==> config.mk <==
export PLATFORM = sky130hd
export DESIGN_NAME = desc_ring_fetch
export DESIGN_NICKNAME = d
export VERILOG_FILES = /design/src/rtl/ring_fetch_pkg.sv /design/src/rtl/ring_cfg_regs.sv /design/src/rtl/ring_cur_ptr.sv /design/src/rtl/ring_fetch_fsm.sv /design/src/rtl/desc_ring_fetch.sv
export SDC_FILE = /design/constraint.sdc
export NUM_CORES = 1
export LEC_CHECK = 0
export BUFFER_PORTS_ARGS = -buffer_cell sky130_fd_sc_hd__buf_2
export CAP_MARGIN = 0
export CORE_MARGIN = 2
export CORE_UTILIZATION = 51
export CTS_CLUSTER_DIAMETER = 80
export CTS_CLUSTER_SIZE = 8
export DETAILED_ROUTE_END_ITERATION = 8
export PLACE_DENSITY = 0.83
export SYNTH_ARGS = -nofsm -noshare
export SYNTH_HDL_FRONTEND = slang
export SYNTH_SLANG_ARGS = --single-unit
==> constraint.sdc <==
create_clock -name clk -period 4.1 [get_ports clk]
set_input_delay 0.615 -clock clk [delete_from_list [all_inputs] [get_ports clk]]
set_output_delay 0.615 -clock clk [all_outputs]
set_load 0.1 [all_outputs]
==> src/rtl/ring_fetch_pkg.sv <==
package ring_fetch_pkg;

  localparam int DESC_SHIFT = 4;

  typedef enum logic [1:0] {
    SEL_BASE = 2'd0,
    SEL_SIZE = 2'd1,
    SEL_TAIL = 2'd2,
    SEL_CTRL = 2'd3
  } ring_sel_e;

  typedef enum logic {
    FS_IDLE = 1'b0,
    FS_WAIT = 1'b1
  } fetch_state_e;

endpackage

==> src/rtl/ring_cfg_regs.sv <==
module ring_cfg_regs
  import ring_fetch_pkg::*;
#(
  parameter int ADDR_W = 32,
  parameter int IDX_W  = 8
) (
  input  logic              clk,
  input  logic              rst,
  input  logic              wr_en,
  input  logic [1:0]        wr_sel,
  input  logic [ADDR_W-1:0] wr_data,
  output logic [ADDR_W-1:0] base_q,
  output logic [ADDR_W-1:0] base_d,
  output logic [IDX_W-1:0]  last_q,
  output logic [IDX_W-1:0]  tail_d,
  output logic              run_q,
  output logic              base_wr
);

  localparam int                SLOT_W     = IDX_W + 1;
  localparam logic [ADDR_W-1:0] ALIGN_MASK = ADDR_W'((1 << DESC_SHIFT) - 1);

  logic [IDX_W-1:0]  last_d;
  logic [IDX_W-1:0]  tail_q;
  logic              run_d;
  logic [ADDR_W-1:0] tail_off;
  logic [SLOT_W-1:0] tail_slot;
  logic [SLOT_W-1:0] ring_entries;

  always_comb begin
    tail_off     = wr_data - base_q;
    tail_slot    = SLOT_W'(tail_off >> DESC_SHIFT);
    ring_entries = {1'b0, last_q} + SLOT_W'(1);
    base_d       = base_q;
    last_d       = last_q;
    tail_d       = tail_q;
    run_d        = run_q;
    base_wr      = 1'b0;
    if (wr_en) begin
      case (ring_sel_e'(wr_sel))
        SEL_BASE: begin
          base_d  = wr_data & ~ALIGN_MASK;
          tail_d  = '0;
          base_wr = 1'b1;
        end
        SEL_SIZE: last_d = wr_data[IDX_W-1:0];
        SEL_TAIL: tail_d = (tail_slot == ring_entries) ? '0 : tail_slot[IDX_W-1:0];
        SEL_CTRL: run_d  = wr_data[0];
        default:  ;
      endcase
    end
  end

  always_ff @(posedge clk) begin
    if (rst) begin
      base_q <= '0;
      last_q <= '1;
      tail_q <= '0;
      run_q  <= 1'b0;
    end else begin
      base_q <= base_d;
      last_q <= last_d;
      tail_q <= tail_d;
      run_q  <= run_d;
    end
  end

endmodule

==> src/rtl/ring_cur_ptr.sv <==
module ring_cur_ptr
  import ring_fetch_pkg::*;
#(
  parameter int ADDR_W = 32,
  parameter int IDX_W  = 8
) (
  input  logic              clk,
  input  logic              rst,
  input  logic [ADDR_W-1:0] base_d,
  input  logic [IDX_W-1:0]  last_q,
  input  logic [IDX_W-1:0]  tail_d,
  input  logic              base_wr,
  input  logic              advance,
  output logic [ADDR_W-1:0] cur_ptr,
  output logic              suspended
);

  logic [IDX_W-1:0] cur_q;
  logic [IDX_W-1:0] cur_d;

  always_comb begin
    cur_d = cur_q;
    if (base_wr)
      cur_d = '0;
    else if (advance)
      cur_d = (cur_q == last_q) ? '0 : cur_q + IDX_W'(1);
  end

  always_ff @(posedge clk) begin
    if (rst) begin
      cur_q     <= '0;
      cur_ptr   <= '0;
      suspended <= 1'b1;
    end else begin
      cur_q     <= cur_d;
      cur_ptr   <= base_d + (ADDR_W'(cur_d) << DESC_SHIFT);
      suspended <= (cur_d == tail_d);
    end
  end

endmodule

==> src/rtl/ring_fetch_fsm.sv <==
module ring_fetch_fsm
  import ring_fetch_pkg::*;
#(
  parameter int ADDR_W = 32
) (
  input  logic              clk,
  input  logic              rst,
  input  logic              run,
  input  logic              suspended,
  input  logic [ADDR_W-1:0] cur_ptr,
  input  logic              base_wr,
  input  logic              fetch_ack,
  output logic              fetch_req,
  output logic [ADDR_W-1:0] fetch_addr,
  output logic              advance,
  output logic              drop_q
);

  fetch_state_e state_q;

  assign fetch_req = (state_q == FS_WAIT);
  assign advance   = fetch_req && fetch_ack && !drop_q && !base_wr;

  always_ff @(posedge clk) begin
    if (rst) begin
      state_q    <= FS_IDLE;
      fetch_addr <= '0;
      drop_q     <= 1'b0;
    end else begin
      case (state_q)
        FS_IDLE: begin
          if (run && !suspended && !base_wr) begin
            state_q    <= FS_WAIT;
            fetch_addr <= cur_ptr;
          end
        end
        FS_WAIT: begin
          if (fetch_ack) begin
            state_q <= FS_IDLE;
            drop_q  <= 1'b0;
          end else if (base_wr) begin
            drop_q  <= 1'b1;
          end
        end
        default: state_q <= FS_IDLE;
      endcase
    end
  end

endmodule

==> src/rtl/desc_ring_fetch.sv <==
module desc_ring_fetch
  import ring_fetch_pkg::*;
#(
  parameter int ADDR_W = 32,
  parameter int IDX_W  = 8
) (
  input  logic              clk,
  input  logic              rst,
  input  logic              reg_wr_en,
  input  logic [1:0]        reg_wr_sel,
  input  logic [ADDR_W-1:0] reg_wr_data,
  output logic              fetch_req,
  output logic [ADDR_W-1:0] fetch_addr,
  input  logic              fetch_ack,
  output logic [ADDR_W-1:0] cur_ptr,
  output logic              suspended
);

  logic [ADDR_W-1:0] base_q;
  logic [ADDR_W-1:0] base_d;
  logic [IDX_W-1:0]  last_q;
  logic [IDX_W-1:0]  tail_d;
  logic              run_q;
  logic              base_wr;
  logic              advance;
  logic              drop_q;

  ring_cfg_regs #(.ADDR_W(ADDR_W), .IDX_W(IDX_W)) u_cfg (
    .clk     (clk),
    .rst     (rst),
    .wr_en   (reg_wr_en),
    .wr_sel  (reg_wr_sel),
    .wr_data (reg_wr_data),
    .base_q  (base_q),
    .base_d  (base_d),
    .last_q  (last_q),
    .tail_d  (tail_d),
    .run_q   (run_q),
    .base_wr (base_wr)
  );

  ring_cur_ptr #(.ADDR_W(ADDR_W), .IDX_W(IDX_W)) u_ptr (
    .clk       (clk),
    .rst       (rst),
    .base_d    (base_d),
    .last_q    (last_q),
    .tail_d    (tail_d),
    .base_wr   (base_wr),
    .advance   (advance),
    .cur_ptr   (cur_ptr),
    .suspended (suspended)
  );

  ring_fetch_fsm #(.ADDR_W(ADDR_W)) u_fsm (
    .clk        (clk),
    .rst        (rst),
    .run        (run_q),
    .suspended  (suspended),
    .cur_ptr    (cur_ptr),
    .base_wr    (base_wr),
    .fetch_ack  (fetch_ack),
    .fetch_req  (fetch_req),
    .fetch_addr (fetch_addr),
    .advance    (advance),
    .drop_q     (drop_q)
  );

endmodule

==> flow_summary.yaml, run 1 <==
outcome:
  outcome: "completed"
critical_path:
  required_ps: 4310
  critPathMaxFanout: 9
  cp-end-kind: "register"
  critPathKind: "register to register"
  critPathArrivalTime_ps: 3910
  critPathLaunchType: "register"
finish:
  diodes: 0
  design_area_um2: 6830
  layout_commonest_cell: "nand2_1"
  stdcell_count: 948
  area_growth_syn_to_layout_pct: 15.3
  final_cell_mix: "119 x nand2_1, 107 x dfxtp_1, 94 x buf_2, 67 x nor2_1, 54 x a21oi_1"
  fillers: 1031
  fin_nets: 858
  drive_above_1_share: 0.206
sta:
  rsz0062_at_grt: "false"
  timing.fmax_mhz: 270
  hold_viol_final: 0
  drv_slew: 0
  final.setup_skew_ps: 7.94
  worst_pin_slew_ps: 1120
  worst_slack_ps: 399
  finalCriticalPeriod_ps: 3700
  slew_headroom: 0.251
  fin_tns_setup_ps: 0
  period_share: 0.903
  finalSetupViolCount: 0
yosys:
  synth_top_flop_cell: "dfxtp_1"
  yosysTopAreaCellShare: 0.379
  syn_avg_cell_area_um2: 8.33
  synth-edff-count: 0
  yosys-top-cells-area: "dfxtp_1 38%, nand2_1 7.5%, xnor2_1 4.9%, a21oi_1 4.6%, nor2_1 4.2%"
  yosysSeqAreaShare: 0.379
  syn_inst: 711
  yosys_warnings: 0
  ys_types: 75
  async_flop_share: 0
  synth_seq_cells: 112
  yosysTopAreaCell: "dfxtp_1"
  synthesis.area_um2: 5920
pwr:
  power_switching_share: 0.311
  power_frac_comb: 0.183
  p_seq_frac: 0.464
  internal_power_mw: 1.69
  power_switching_mw: 0.760
  clkPwrFrac: 0.352
  p_total_mw: 2.45
  peakVddDrop_mv: 0.260
  p_per_area_nw_per_um2: 358
  p_leak_nw: 2.81
placement:
  place_area_um2: 6520
  portBuffers: 95
  dpl.cell_count: 933
  dp_hpwl_mm: 11.0
  gp_congestion: 0.960
  pre_cts_ws_ps: 22.2
die:
  rows: 39
  core_area_um2: 11400
  die_height_um: 112
  initial_core_util: 0.521
  io_pins: 104
  dieWidth_um: 112
  die_area_um2: 12500
grt:
  antenna_found_initial: 0
  grt_overflow_total: 0
  grt_pass1_vias: 4735
  grt_max_degree: 113
  grt_pass1_wl_mm: 23.9
  grt.total_usage: 0.235
run:
  cap_violations: 0
route:
  drt-initial-drc-count: 656
  wl_per_cell_um: 15.4
  ant_nets: 0
  wirelength_mm: 14.6
  via_per_inst: 5.51
  dr.pass1.iters: 8
  remaining_drc_errors: 0
  vias: 5227
clock_tree:
  clkLatencyLatePin_ps: 360
  ctsHtreeMaxLevel: 3
  postCtsHoldBufs: 0
  cts_tree: "done"
  numCtsBuffers: 9
  cts_sinks: 112
  clock_path_buffers: 2
  clk_pin_slew_worst_paths_ps: 70
  root_buffer: "clkbuf_16"
worst_hold_path:
  hold_class: "register to register"
[registers in the layout, summed over array words and instances (netlist names)]
name and flops:
u_cfg.base_q 28, u_cfg.last_q 8, u_cfg.run_q 1, u_cfg.tail_q 8
u_fsm.drop_q 1, u_fsm.fetch_addr 28, u_fsm.fetch_req 1, u_ptr.cur_ptr 28
u_ptr.cur_q 8, u_ptr.suspended 1
[final timing paths]
path	start	to	slack [ps]	cells after the start
worst min register to register	u_ptr.cur_ptr[4]$_SDFF_PP0_	u_fsm.fetch_addr[4]$_SDFFE_PP0P_	450	2
worst min-delay path	u_ptr.cur_ptr[4]$_SDFF_PP0_	u_fsm.fetch_addr[4]$_SDFFE_PP0P_	450	2
worst max-delay path	u_cfg.last_q[6]$_SDFFE_PP1P_	u_ptr.cur_ptr[30]$_SDFF_PP0_	400	17
worst max register to register	u_cfg.last_q[6]$_SDFFE_PP1P_	u_ptr.cur_ptr[30]$_SDFF_PP0_	400	17
[cells by family (layout without fill, tap and decap cells)]
| family | count (synthesis) | count (layout) | share of synthesized area |
|---|---|---|---|
| other | 1 | 8 | 0.000634 |
| AO/OA/AOI/OAI | 129 | 129 | 0.145 |
| AND/OR/NAND/NOR | 300 | 300 | 0.241 |
| buffers and inverters | 67 | 154 | 0.0577 |
| multiplexers | 20 | 20 | 0.0338 |
| XOR/XNOR | 63 | 63 | 0.101 |
| flip-flops | 112 | 112 | 0.379 |
| adder cells (fa/ha/maj) | 19 | 19 | 0.0414 |
[stage by stage]
step	hold slack [ps]	util
after floorplan	455	-
after global placement	436	0.573
after detailed placement	444	0.573
after CTS	455	0.599
after global routing	473	0.600
final	452	0.600
[cells in the mapped netlist (4+ instances only)]
library cell / instances
nor2b_1: 12
ha_1: 18
mux2i_1: 20
clkbuf_1: 20
nand2_1: 119
xor2_1: 25
nor4_1: 9
nor2_1: 67
and3_1: 9
inv_1: 23
buf_4: 10
a21o_1: 5
nand4_1: 4
nor3_1: 10
dfxtp_1: 112
a211oi_1: 6
nand3b_1: 9
xnor2_1: 33
a21oi_1: 54
o22ai_1: 7
a31oi_1: 5
buf_2: 6
or3_1: 5
nand3_1: 22
o21ai_0: 18
nand2b_1: 10
[per-layer routing]
| metal | GRT usage | vias up | wire [µm] |
|---|---|---|---|
| met5 | 0 | - | 0 |
| met1 | 0.331 | 2381 | 6790 |
| met4 | 0.0864 | 0 | 388 |
| met2 | 0.347 | 215 | 6190 |
| li1 | - | 2596 | - |
| met3 | 0.0615 | 35 | 1250 |
[worst max-delay path, cell delays in order (launching register included)]
cell	delay, ps
dfxtp_1	460
xnor2_1	110
nand4_1	210
nor2_1	110
o31a_1	300
inv_1	80
ha_1	170
inv_1	50
fa_1	380
nor2b_1	150
o21ai_0	120
a21boi_1	190
o21ai_0	110
a21oi_1	250
o21ai_2	190
a2111oi_2	430
xor2_1	190
nor2_1	50
[layout make-up]
class	count	area [µm²]	share of cell area
sequential	112	2250	0.329
multi-input combinational	539	3370	0.494
clock buffer	9	225	0.0330
inverter	23	86.3	0.0126
clock inverter	6	67.6	0.00990
timing repair buffer	116	648	0.0950
tap	143	179	0.0262
[power groups by stage]
stage | Clock, mW | Combinational [mW] | Sequential [mW]
final | 0.862 | 0.448 | 1.14
after floorplan | 0 | 0.286 | 1.23
after detailed placement | 0 | 0.445 | 1.16
after global placement | 0 | 0.440 | 1.16
after CTS | 0.880 | 0.447 | 1.14
after global routing | 0.924 | 0.481 | 1.14
[timing repair]
| item | 4_1_cts | 5_1_grt |
|---|---|---|
| buffers inserted | 0 | 0 |
| gates resized for setup | 0 | 7 |
| setup endpoints to repair | 0 | 12 |
No activity file was read; power rests on OpenSTA's default activity.
==> run 2: changes to the inputs <==
Settings changed: BUFFER_PORTS_ARGS -buffer_cell sky130_fd_sc_hd__buf_2 to unset, CORE_UTILIZATION 51 to 53, DONT_BUFFER_PORTS set to 1, PLACE_DENSITY 0.83 to 0.77.
==> flow_summary.yaml, run 2 (synthesized netlist as in run 1, its figures left out) <==
outcome:
  outcome: "completed"
sta:
  slew_headroom: 0.225
  rsz0062_at_grt: "false"
  fin_tns_setup_ps: 0
  drv_slew: 0
  finalCriticalPeriod_ps: 3740
  hold_viol_final: 0
  finalSetupViolCount: 0
  final.setup_skew_ps: 15.4
  timing.fmax_mhz: 268
  period_share: 0.912
  hold_ws_ps: 268
  worst_pin_slew_ps: 1160
placement:
  portBuffers: 0
  dp_hpwl_mm: 11.4
  gp_congestion: 0.906
die:
  initial_core_util: 0.544
  rows: 38
  dieWidth_um: 110
  io_pins: 104
  die_area_um2: 12000
  core_area_um2: 10900
  die_height_um: 110
route:
  wl_per_cell_um: 17.8
  wirelength_mm: 15.1
  ant_nets: 0
  remaining_drc_errors: 0
  vias: 4897
  dr.pass1.iters: 5
  via_per_inst: 5.77
  drt-initial-drc-count: 415
grt:
  grt_overflow_total: 0
  grt_pass1_wl_mm: 23.0
  grt.total_usage: 0.251
  grt_max_degree: 113
  grt_pass1_vias: 4549
  antenna_found_initial: 0
clock_tree:
  clk_pin_slew_worst_paths_ps: 120
  cts-resized-gates: 0
  clkLatencyLatePin_ps: 410
  cts_sinks: 112
  cts_tree: "done"
  ctsHtreeMaxLevel: 3
  root_buffer: "clkbuf_8"
  cts_setup_buffers: 0
  clock_path_buffers: 2
  numCtsBuffers: 9
  postCtsHoldBufs: 0
critical_path:
  critPathArrivalTime_ps: 4050
  critPathLaunchType: "register"
  cp-end-kind: "register"
  required_ps: 4410
  r2r_slack_ps: 360
  critPathKind: "register to register"
  critPathMaxFanout: 9
run:
  cap_violations: 0
pwr:
  p_leak_nw: 2.30
  p_per_area_nw_per_um2: 364
  peakVddDrop_mv: 0.269
  p_total_mw: 2.27
finish:
  diodes: 0
  area_growth_syn_to_layout_pct: 5.37
  finalCoreUtilization: 0.573
  fin_nets: 761
  final_cell_mix: "119 x nand2_1, 111 x dfxtp_1, 67 x nor2_1, 54 x a21oi_1, 33 x xnor2_1"
  drive_above_1_share: 0.0917
  layout_commonest_cell: "nand2_1"
  reg_top3: "u_cfg.base_q (28), u_fsm.fetch_addr (28), u_ptr.cur_ptr (28)"
worst_hold_path:
  hold_class: "input port to register"
-- run 2: worst paths after layout --
kind | from | endpoint | cells after the start
worst max-delay path | u_ptr.cur_q[3]$_SDFF_PP0_ | u_ptr.cur_ptr[30]$_SDFF_PP0_ | 17
worst min-delay path | rst | u_fsm.fetch_addr[14]$_SDFFE_PP0P_ | 1
worst max register to register | u_ptr.cur_q[3]$_SDFF_PP0_ | u_ptr.cur_ptr[30]$_SDFF_PP0_ | 17
worst min register to register | u_cfg.base_q[19]$_SDFF_PP0_ | u_cfg.base_q[19]$_SDFF_PP0_ | 2
-- run 2: layout make-up --
| class | count | area, µm² |
|---|---|---|
| clock buffer | 9 | 124 |
| clock inverter | 7 | 100 |
| fill | 983 | 4650 |
| inverter | 23 | 86.3 |
| multi-input combinational | 539 | 3370 |
| sequential | 112 | 2240 |
| tap | 140 | 175 |
| timing repair buffer | 19 | 143 |
-- run 2: stage by stage --
step                      cell area [µm²]  cells  worst slack [ps]
after floorplan                      5950    718              39.0
after global placement               6010    833               248
after detailed placement             6010    833               131
after CTS                            6230    849               316
after global routing                 6240    849              29.3
final                                6240    849               363
-- run 2: layer usage --
metal,vias up,part of all wire,GRT usage
li1,2387,-,-
met1,2308,0.47,0.351
met3,22,0.070,0.0510
met2,180,0.44,0.376
met4,0,0.019,0.104
met5,-,0,0
-- run 2: where the power goes --
group / total (mW) / internal (mW) / switching [mW]
clock: 0.725 / 0.301 / 0.424
combinational: 0.336 / 0.126 / 0.211
sequential: 1.21 / 1.12 / 0.0917
total: 2.27 / 1.54 / 0.727
-- run 2: critical path, stage by stage (launching register included) --
cell and delay (ps):
dfxtp_1 470, xnor2_1 110, nand4_1 170, nor2_1 90, o31a_1 300, inv_1 100
ha_1 170, inv_1 60, fa_1 380, nor2b_1 160, o21ai_0 110, a21boi_0 260
o21ai_0 140, a21oi_1 250, o21ai_2 200, a2111oi_2 450, xor2_1 170, nor2_1 50
